==> src/rtl/wavetimer8_pkg.sv <==
package wavetimer8_pkg;
  typedef enum logic [1:0] {
    MODE_FREE  = 2'd0,
    MODE_PHASE = 2'd1,
    MODE_CTC   = 2'd2,
    MODE_FAST  = 2'd3
  } wt_mode_e;

  function automatic logic wt_is_pwm(input wt_mode_e m);
    return (m == MODE_PHASE) || (m == MODE_FAST);
  endfunction
endpackage

==> src/rtl/wt_cmpreg.sv <==
module wt_cmpreg
  import wavetimer8_pkg::*;
#(
  parameter int W = 8
) (
  input  logic         clk,
  input  logic         rst_n,
  input  wt_mode_e     mode,
  input  logic         we,
  input  logic [W-1:0] wdata,
  input  logic         top_evt,
  output logic [W-1:0] act
);
  logic [W-1:0] shadow;
  logic         pwm;

  assign pwm = wt_is_pwm(mode);

  always_ff @(posedge clk) begin
    if (!rst_n) begin
      shadow <= '0;
      act    <= '0;
    end else begin
      if (we) shadow <= wdata;
      if (!pwm) begin
        if (we) act <= wdata;
      end else if (top_evt) begin
        act <= we ? wdata : shadow;
      end
    end
  end

  // in buffered modes the active value moves only at TOP
  p_buf_hold_r8: assert property (@(posedge clk) disable iff (!rst_n)
    (pwm && !top_evt) |=> $stable(act));
  // immediate modes take a write on the next cycle
  p_imm_write_r3: assert property (@(posedge clk) disable iff (!rst_n)
    (we && !pwm) |=> (act == $past(wdata)));
endmodule

==> src/rtl/wt_counter.sv <==
module wt_counter
  import wavetimer8_pkg::*;
#(
  parameter int W = 8
) (
  input  logic         clk,
  input  logic         rst_n,
  input  logic         tick,
  input  wt_mode_e     mode,
  input  logic [W-1:0] act,
  output logic [W-1:0] cnt,
  output logic         down,
  output logic         match,
  output logic         top_evt,
  output logic         ovf_evt
);
  localparam logic [W-1:0] MAX  = '1;
  localparam logic [W-1:0] ZERO = '0;

  logic at_max, at_zero;
  assign at_max  = (cnt == MAX);
  assign at_zero = (cnt == ZERO);

  assign match   = tick && (cnt == act);
  assign top_evt = tick && at_max &&
                   ((mode == MODE_FAST) || ((mode == MODE_PHASE) && !down));
  assign ovf_evt = tick && ((mode == MODE_PHASE) ? (at_zero && down) : at_max);

  always_ff @(posedge clk) begin
    if (!rst_n) begin
      cnt  <= '0;
      down <= 1'b0;
    end else if (tick) begin
      unique case (mode)
        MODE_PHASE: begin
          if (!down) begin
            if (at_max) begin
              down <= 1'b1;
              cnt  <= cnt - 1'b1;
            end else begin
              cnt <= cnt + 1'b1;
            end
          end else begin
            if (at_zero) begin
              down <= 1'b0;
              cnt  <= cnt + 1'b1;
            end else begin
              cnt <= cnt - 1'b1;
            end
          end
        end
        MODE_CTC: begin
          down <= 1'b0;
          cnt  <= (cnt == act) ? ZERO : cnt + 1'b1;
        end
        default: begin
          down <= 1'b0;
          cnt  <= cnt + 1'b1;
        end
      endcase
    end
  end

  // no step without the strobe
  p_hold_r2: assert property (@(posedge clk) disable iff (!rst_n)
    !tick |=> $stable(cnt));
  // wrap in the up-only modes
  p_wrap_r2: assert property (@(posedge clk) disable iff (!rst_n)
    (tick && at_max && (mode == MODE_FREE || mode == MODE_FAST)) |=> (cnt == ZERO));
  // restart after a compare hit
  p_ctc_clear_r3: assert property (@(posedge clk) disable iff (!rst_n)
    (tick && mode == MODE_CTC && cnt == act) |=> (cnt == ZERO));
  // turn around at the peak
  p_pc_turn_r4: assert property (@(posedge clk) disable iff (!rst_n)
    (tick && mode == MODE_PHASE && !down && at_max) |=> (down && cnt == MAX - 1'b1));
endmodule

==> src/rtl/wt_wave.sv <==
module wt_wave
  import wavetimer8_pkg::*;
(
  input  logic     clk,
  input  logic     rst_n,
  input  wt_mode_e mode,
  input  logic [1:0] com,
  input  logic     match,
  input  logic     top_evt,
  input  logic     down,
  output logic     wave_q
);
  always_ff @(posedge clk) begin
    if (!rst_n) begin
      wave_q <= 1'b0;
    end else begin
      unique case (mode)
        MODE_FAST: begin
          if (top_evt) begin
            if (com == 2'b10) wave_q <= 1'b1;
            else if (com == 2'b11) wave_q <= 1'b0;
          end else if (match) begin
            if (com == 2'b10) wave_q <= 1'b0;
            else if (com == 2'b11) wave_q <= 1'b1;
          end
        end
        MODE_PHASE: begin
          if (match) begin
            if (com == 2'b10) wave_q <= down;
            else if (com == 2'b11) wave_q <= !down;
          end
        end
        default: begin
          if (match) begin
            unique case (com)
              2'b01:   wave_q <= !wave_q;
              2'b10:   wave_q <= 1'b0;
              2'b11:   wave_q <= 1'b1;
              default: wave_q <= wave_q;
            endcase
          end
        end
      endcase
    end
  end

  // TOP action wins over a same-tick match
  p_fast_top_r10: assert property (@(posedge clk) disable iff (!rst_n)
    (top_evt && mode == MODE_FAST && com == 2'b10) |=> wave_q);
  // toggle on a match in non-PWM modes
  p_toggle_r9: assert property (@(posedge clk) disable iff (!rst_n)
    (match && !wt_is_pwm(mode) && com == 2'b01) |=> (wave_q != $past(wave_q)));
endmodule

==> src/rtl/wt_flags.sv <==
module wt_flags #(
  parameter int N = 2
) (
  input  logic         clk,
  input  logic         rst_n,
  input  logic [N-1:0] set,
  input  logic [N-1:0] clr,
  output logic [N-1:0] q
);
  for (genvar i = 0; i < N; i++) begin : g_flag
    always_ff @(posedge clk) begin
      if (!rst_n) q[i] <= 1'b0;
      else        q[i] <= set[i] | (q[i] & ~clr[i]);
    end

    // sticky without a clear
    p_sticky_r7: assert property (@(posedge clk) disable iff (!rst_n)
      (q[i] && !clr[i]) |=> q[i]);
    // a set event beats a clear in the same cycle
    p_setwins_r7: assert property (@(posedge clk) disable iff (!rst_n)
      set[i] |=> q[i]);
  end
endmodule

==> src/rtl/wavetimer8.sv <==
module wavetimer8
  import wavetimer8_pkg::*;
#(
  parameter int W = 8
) (
  input  logic         clk,
  input  logic         rst_n,
  input  logic         tick,
  input  logic [1:0]   mode,
  input  logic [1:0]   com,
  input  logic [W-1:0] cmp_wdata,
  input  logic         cmp_we,
  input  logic         drv_en,
  input  logic         ovf_clr,
  input  logic         cmp_clr,
  output logic         wave_out,
  output logic         pin_own,
  output logic         ovf_flag,
  output logic         cmp_flag
);
  localparam int NFLAG = 2;

  wt_mode_e     mode_e;
  logic [W-1:0] act, cnt;
  logic         down, match, top_evt, ovf_evt, wave_q;
  logic [NFLAG-1:0] fset, fclr, fq;

  assign mode_e = wt_mode_e'(mode);

  wt_cmpreg #(.W(W)) u_cmp (
    .clk(clk), .rst_n(rst_n), .mode(mode_e), .we(cmp_we),
    .wdata(cmp_wdata), .top_evt(top_evt), .act(act)
  );

  wt_counter #(.W(W)) u_cnt (
    .clk(clk), .rst_n(rst_n), .tick(tick), .mode(mode_e), .act(act),
    .cnt(cnt), .down(down), .match(match), .top_evt(top_evt), .ovf_evt(ovf_evt)
  );

  wt_wave u_wave (
    .clk(clk), .rst_n(rst_n), .mode(mode_e), .com(com), .match(match),
    .top_evt(top_evt), .down(down), .wave_q(wave_q)
  );

  assign fset = {ovf_evt, match};
  assign fclr = {ovf_clr, cmp_clr};

  wt_flags #(.N(NFLAG)) u_flags (
    .clk(clk), .rst_n(rst_n), .set(fset), .clr(fclr), .q(fq)
  );

  assign ovf_flag = fq[1];
  assign cmp_flag = fq[0];

  assign pin_own  = drv_en && (com != 2'b00) &&
                    !(wt_is_pwm(mode_e) && com == 2'b01);
  assign wave_out = pin_own && wave_q;

  // the pin never shows a waveform it does not own
  p_pin_r12: assert property (@(posedge clk) disable iff (!rst_n)
    !drv_en |-> (!wave_out && !pin_own));
  // outputs are quiet on the first cycle after reset
  p_reset_r1: assert property (@(posedge clk)
    !rst_n |=> (!ovf_flag && !cmp_flag && !wave_out));
endmodule

==> config.mk <==
export PLATFORM = sky130hd
export DESIGN_NAME = wavetimer8
export DESIGN_NICKNAME = d
export VERILOG_FILES = /design/src/rtl/wavetimer8_pkg.sv /design/src/rtl/wt_cmpreg.sv /design/src/rtl/wt_counter.sv /design/src/rtl/wt_wave.sv /design/src/rtl/wt_flags.sv /design/src/rtl/wavetimer8.sv
export SDC_FILE = /design/constraint.sdc
export NUM_CORES = 1
export LEC_CHECK = 0
export ABC_AREA = 0
export BUFFER_PORTS_ARGS = -buffer_cell sky130_fd_sc_hd__buf_2
export CORE_AREA = 4 4 48 82
export DETAILED_ROUTE_END_ITERATION = 8
export DIE_AREA = 0 0 52 86
export GPL_TIMING_DRIVEN = 1
export PLACE_DENSITY = 0.92
export SYNTH_ARGS = -nofsm -noshare
export SYNTH_HDL_FRONTEND = slang
export SYNTH_SLANG_ARGS = --single-unit
==> constraint.sdc <==
create_clock -name clk -period 5.5 [get_ports clk]
set_clock_uncertainty 0.1 [all_clocks]
set_input_delay 0 -clock clk [delete_from_list [all_inputs] [get_ports clk]]
set_output_delay 0 -clock clk [all_outputs]
set_load 0.05 [all_outputs]
==> results by group, run 1 <==
Place
  – Placed Cells: approximately 280
  – RePlAce Congestion: slightly below 1
  – PortBufs: 22
  – HPWL after DPL: 3760 um

Logic synthesis
  – Cells after synthesis: about 230
  – Syn nets: approximately 260
  – Synth Cell Area: 1930 um2
  – Ys Warns: 0
  – Top cells by area, synth: dfxtp_1, mux2i_1, nor2_1, xor2_1, ha_1
  – Most common cell in the netlist: nor2_1
  – Area leader, netlist: dfxtp_1
  – Post-synthesis sequential area ratio: 29.1%
  – Most used DFF post-synth: dfxtp_1
  – Yosys cell types: 56
  – Top post-synthesis cells by count: nor2_1, dfxtp_1, mux2i_1
  – Number of synthesized flops with an enable pin: 0
  – Syn_area_per_cell: 8.31 um2
  – Yosys reg bits: 28
  – Post-synthesis async set-or-reset flop share: 0%
  – Post-synth top area share: 29.1%

Clock network
  – Inserted Clock Buffers: 3
  – CTS Sinks: 28
  – Deepest clock path buffer count: 2
  – CTS tree: built
  – Clk Latency, worst-skew pair: between 0.2 and 0.3 ns
  – Post-CTS Setup Bufs: 0
  – Clock-pin transition on the worst setup and hold timing paths: 0.09 ns
  – Cell chosen for the clock root: clkbuf_8
  – CTS HTree Levels: 1
  – Post-CTS Resized: 0
  – Post-CTS Hold Buffers: 11

Route
  – Vias/cell: roughly 6
  – Post-route ant nets: 0
  – Iter 0 DRT Violations: ~110
  – Met2 wire len: about 2700 um
  – 1st-pass router iterations: 4
  – Final WL: about 5100 um
  – WL per Instance: ~17 um
  – Remaining DRCs: 0
  – Vias: approximately 1800
  – Met1 wire length: ~1800 um
  – Metal3 WL: about 210 um
  – Max Used Layer: met4

Pwr
  – VDD IR max: between 150 and 200 uV
  – Pwr per Cell Area: 202 nW/um2
  – LEAKAGE: approximately 0.9 nW

Setup path
  – Worst EP arrival: 2.53 ns
  – Critical Path Fanout Max: 9
  – Kind of critical path: reg2reg
  – CP required: 5.60 ns
  – CP startpoint kind: register
  – Crit end category: register

Floorplan
  – Die area: around 4500 um2
  – Core area: ~3300 um2
  – Die W: approximately 52 um
  – Die Height: around 86 um
  – Rows: 28
  – Boundary pin count: 23
  – Starting Density: between 50% and 60%

Run status
  – Status: complete, no violations

Final layout
  – Area Overhead vs Synth: 12.4%
  – Layout cells sized above 1: between 15 and 20%
  – Final std cells w/o fill: about 300
  – Antenna Cells: 0
  – Final nets: 280

GRT
  – First-pass GRT wire length: around 8500 um
  – Vias in the first global route: about 1900
  – Pin count of the biggest net entering global routing: 26
  – Initial antenna violation count: 0
  – GRT Resource Usage Total: 25.5%
  – Grt ovf: 0

Timing
  – Setup TNS: 0 ns
  – Slew Limit Fails: 0
  – Final min period: between 2 and 2.5 ns
  – Setup-failing EPs final: 0
  – F_max: between 400 and 500 MHz
  – Worst-Margin Slew: between 0.5 and 0.6 ns
  – Fin crit share: 44.2%
  – RSZ-0062 raised after global routing: no
  – Hold Vio Cnt, Final: 0
  – Slew HR: 64.0%

Run
  – MaxCap Viol Count: 0

Hold path
  – Tightest Hold Check Type: in2reg
[power by group]
part | internal (W) | total (W) | switching [W]
Clock | 0.0000492 | 0.000112 | 0.0000626
Combinational | 0.0000427 | 0.000103 | 0.0000608
Sequential | 0.000213 | 0.000222 | 0.00000934
[cells in the final DEF, fill, tap and decap left out, types with 2 or more instances in the layout]
| cell | synthesis | layout |
|---|---|---|
| clkbuf_8 | 0 | 3 |
| nand3_1 | 9 | 9 |
| a211oi_2 | 2 | 2 |
| or3_1 | 2 | 2 |
| a21oi_1 | 11 | 11 |
| nor2_1 | 33 | 33 |
| mux2i_1 | 20 | 20 |
| o22ai_1 | 2 | 2 |
| nand4_1 | 2 | 2 |
| nor3b_1 | 2 | 2 |
| xnor2_1 | 2 | 2 |
| xor2_1 | 10 | 10 |
| nand2b_1 | 3 | 3 |
| o21ai_0 | 8 | 8 |
| and2_1 | 5 | 5 |
| nand2_1 | 10 | 10 |
| dlygate4sd3_1 | 0 | 11 |
| o32ai_1 | 2 | 2 |
| ha_1 | 6 | 6 |
| a211oi_1 | 6 | 6 |
| o2111ai_1 | 2 | 2 |
| inv_1 | 11 | 11 |
| nor3_1 | 3 | 3 |
| a31oi_1 | 4 | 4 |
| or2_2 | 2 | 2 |
| nor4_2 | 3 | 3 |
| nor2b_1 | 3 | 3 |
| dfxtp_1 | 28 | 28 |
| buf_2 | 6 | 22 |
[final timing paths]
path / slack [ns] / endpoint / depth (start not counted) / startpoint
worst max-delay path: 3.07 / u_cnt.cnt[7]$_SDFFE_PN0P_ / 8 / u_cnt.cnt[0]$_SDFFE_PN0P_
worst min-delay path: 0.07 / u_cmp.shadow[1]$_SDFF_PN0_ / 3 / cmp_we
worst max register to register: 3.07 / u_cnt.cnt[7]$_SDFFE_PN0P_ / 8 / u_cnt.cnt[0]$_SDFFE_PN0P_
worst min register to register: 0.37 / u_flags.q[0]$_SDFF_PN0_ / 2 / u_flags.q[0]$_SDFF_PN0_
[worst max-delay path: stages, from the launching register on]
cell      delay, ns
dfxtp_1        0.42
inv_1          0.20
ha_1           0.19
nor3b_1        0.37
nand3_2        0.19
nand2_4        0.15
mux2_1         0.34
or3_1          0.31
o211ai_1       0.08
[flip-flops by register name, indices dropped and copies added, names as in the netlist]
signal         flops
u_cmp.act          8
u_cmp.shadow       8
u_wave.wave_q      1
u_flags.q          2
u_cnt.cnt          8
u_cnt.down         1
[metal layers]
layer,track usage [%],vias up
met1,27.0,837
met3,3.48,28
li1,-,876
met4,17.4,0
met5,0,-
met2,44.6,67
[final cells by class]
class,instances,area [um2]
Clock buffer,3,41.3
Fill cell,281,1160
Inverter,12,45.0
Multi-Input combinational cell,177,1240
Sequential cell,28,561
Tap cell,45,56.3
Timing Repair Buffer,33,220
[stage by stage]
stage	instance area (um2)	total power, W	worst slack (ns)	utilization, %	hold slack (ns)
2_1_floorplan	1930	0.000297	3.33	-	0.0336
4_1_cts	2170	0.000437	3.08	65.1	0.0645
5_1_grt	2170	0.000456	2.94	65.1	0.0901
3_3_place_gp	2010	0.000321	3.12	60.5	0.147
3_5_place_dp	2010	0.000323	3.12	60.5	0.156
6_report	2170	0.000438	3.07	65.1	0.0703
[cells by family (layout without fill, tap and decap cells)]
kind of cell             after synthesis  in the layout  synth area share [%]
AO/OA/AOI/OAI                         52             52                  20.1
XOR/XNOR                              12             12                  5.45
multiplexers                          21             21                  11.0
AND/OR/NAND/NOR                       86             86                  24.1
flip-flops                            28             28                  29.1
adder cells (fa/ha/maj)                6              6                  3.90
buffers and inverters                 27             48                  6.43
(Power assumes the default switching activity.)
==> run 2, diff against run 1 <==
--- a/config.mk
+++ b/config.mk
@@ -7,11 +7,11 @@
 export LEC_CHECK = 0
 export ABC_AREA = 0
 export BUFFER_PORTS_ARGS = -buffer_cell sky130_fd_sc_hd__buf_2
-export CORE_AREA = 4 4 48 82
+export CORE_AREA = 4 4 49 84
 export DETAILED_ROUTE_END_ITERATION = 8
-export DIE_AREA = 0 0 52 86
+export DIE_AREA = 0 0 53 88
 export GPL_TIMING_DRIVEN = 1
-export PLACE_DENSITY = 0.92
+export PLACE_DENSITY = 0.89
 export SYNTH_ARGS = -nofsm -noshare
 export SYNTH_HDL_FRONTEND = slang
 export SYNTH_SLANG_ARGS = --single-unit
==> constraint.sdc (replaced) <==
create_clock -name clk -period 2.5 [get_ports clk]
set_clock_uncertainty 0.1 [all_clocks]
set_input_delay 0 -clock clk [delete_from_list [all_inputs] [get_ports clk]]
set_output_delay 0 -clock clk [all_outputs]
set_load 0.05 [all_outputs]
==> run 2 against run 1 <==
Final cell count rose by 3.4%. Total power rose to 2.5 times the previous value. First-iteration DRC count fell by 31%. Register-to-register slack got worse by 2.9 ns. Combinational power rose by 140%. Global-route usage rose by 0.35 points. Die area rose by 4.3%. Highest routed layer unchanged. Sequential share of layout area fell by 1.1 points. Via count rose by 2.9%. Flip-flop and latch count did not move. Non-clock buffer count rose by 9. Design area rose by 4.5%.
==> results by group, run 2 (synthesized netlist as in run 1, its figures left out) <==
Run status
  – Status: complete, no violations

Final layout
  – FF/Latch Area: about 560 um2
  – Biggest regs: u_cmp.act x8, u_cmp.shadow x8, u_cnt.cnt x8
  – Most frequent cells in the layout: nor2_1, dfxtp_1, buf_2, mux2i_1
  – Layout cells sized above 1: 20.2%
  – Final nets: roughly 290
  – Fillers: between 200 and 300
  – Finished Cell Area: 2260 um2
  – Area Overhead vs Synth: 17.5%
  – Util after Layout: 66.6%
  – Multi-input gate area: about 1200 um2
  – Antenna Cells: 0
  – Commonest non-fill, non-tap cell in the layout: nor2_1

Place
  – PortBufs: 22
  – Place WS: between 0.2 and 0.25 ns
  – HPWL after DPL: approximately 3700 um
  – RePlAce Congestion: 1.08
  – DP Area: 2080 um2

Setup path
  – Cells along the critical path: nand4_2 > or3_4 > o21ai_4 > nor2_1 > a211oi_1
  – Kind of critical path: reg2reg
  – CP startpoint kind: register
  – Worst path max stage delay: ~0.55 ns
  – Crit path max-delay family: simple AND/OR/NAND/NOR gates
  – Worst EP arrival: approximately 2.4 ns
  – Critical Path Fanout Max: 16
  – Worst Path Buf+Inv: 0
  – CP required: approximately 2.6 ns
  – Crit-path slowest cell: dfxtp_1
  – Crit end category: register

Timing
  – Worst-Margin Slew: ~0.5 ns
  – RSZ-0062 raised after global routing: no
  – Setup WS post-layout: around 0.17 ns
  – Setup TNS: 0 ns
  – Slew HR: roughly 66%
  – F_max: roughly 430 MHz
  – Setup-failing EPs final: 0
  – Slew Limit Fails: 0
  – Fin crit share: between 90% and 100%
  – Hold Vio Cnt, Final: 0
  – Final min period: 2.33 ns

GRT
  – First-pass GRT wire length: 9010 um
  – Pin count of the biggest net entering global routing: 26
  – Initial antenna violation count: 0
  – GRT Resource Usage Total: approximately 26%
  – Grt ovf: 0
  – Vias in the first global route: ~2000

Floorplan
  – Die W: between 50 and 60 um
  – Core area: between 3000 and 4000 um2
  – Starting Density: 56.7%
  – Die Height: 88 um
  – Rows: 28
  – Die area: ~4700 um2
  – Boundary pin count: 23

Clock network
  – CTS HTree Levels: 1
  – Deepest clock path buffer count: 2
  – Inserted Clock Buffers: 3
  – Cell chosen for the clock root: clkbuf_8
  – Post-CTS Setup Bufs: 0
  – Clk Latency, worst-skew pair: around 0.28 ns
  – CTS tree: built
  – Clock-pin transition on the worst setup and hold timing paths: ~0.1 ns
  – CTS Sinks: 28

Route
  – Iter 0 DRT Violations: 73
  – Final WL: about 5300 um
  – 1st-pass router iterations: 4
  – WL per Instance: about 17 um
  – Post-route ant nets: 0
  – Vias: about 1900
  – Vias/cell: between 6 and 7
  – Remaining DRCs: 0

Pwr
  – VDD IR max: 639 uV
  – Pwr per Cell Area: just under 500 nW/um2
  – LEAKAGE: 0.976 nW

Run
  – MaxCap Viol Count: 0

Hold path
  – Tightest Hold Check Type: in2reg
[run 2: path summary, 6_finish.rpt]
kind,from,to,slack [ns],depth (start not counted)
min reg2reg,u_flags.q[0]$_SDFF_PN0_,u_flags.q[0]$_SDFF_PN0_,0.38,2
max reg2reg,u_cnt.cnt[5]$_SDFFE_PN0P_,u_cmp.act[6]$_SDFFE_PN0P_,0.17,5
max,u_cnt.cnt[5]$_SDFFE_PN0P_,u_cmp.act[6]$_SDFFE_PN0P_,0.17,5
min,tick,u_cnt.cnt[0]$_SDFFE_PN0P_,0.05,3
[run 2: layout make-up]
class / instances / share of cell area [%]
inverters: 12 / 1.99
clock buffers: 3 / 1.82
clock inverters: 1 / 1.33
flip-flops and latches: 28 / 24.8
multi-input cells: 177 / 54.9
well taps: 45 / 2.49
repair buffers: 42 / 12.7
[run 2: per-layer routing]
metal | GRT usage (%) | up-vias | wire length (um)
met3 | 3.75 | 32 | 247
li1 | - | 889 | -
met5 | 0 | - | 0
met2 | 45.9 | 70 | 2910
met1 | 25.8 | 870 | 1840
met4 | 19.8 | 0 | 347
[run 2: what timing repair did]
item | 4_1_cts | 5_1_grt
gates resized for setup | 0 | 0
endpoints found under the hold margin | 18 | 0
hold buffers | 11 | 0
[run 2: where the power goes]
group	total (W)	internal, W	leakage [nW]	switching (W)
clock network	0.000369	0.000215	0.0357	0.000154
registers	0.000485	0.000469	0.229	0.0000155
logic	0.000251	0.000104	0.711	0.000147
[run 2: metrics by stage]
step           hold WS (ns)  power (W)  std cells
3_3_place_gp          0.146   0.000717        293
4_1_cts              0.0473    0.00109        308
2_1_floorplan        0.0336   0.000653        232
5_1_grt              0.0534    0.00115        308
6_report             0.0502    0.00110        308
3_5_place_dp          0.160   0.000722        293
[run 2: tightest hold or removal path: stages]
cell	delay, ns
buf_2	0.21
nand3_1	0.10
o21ai_0	0.07
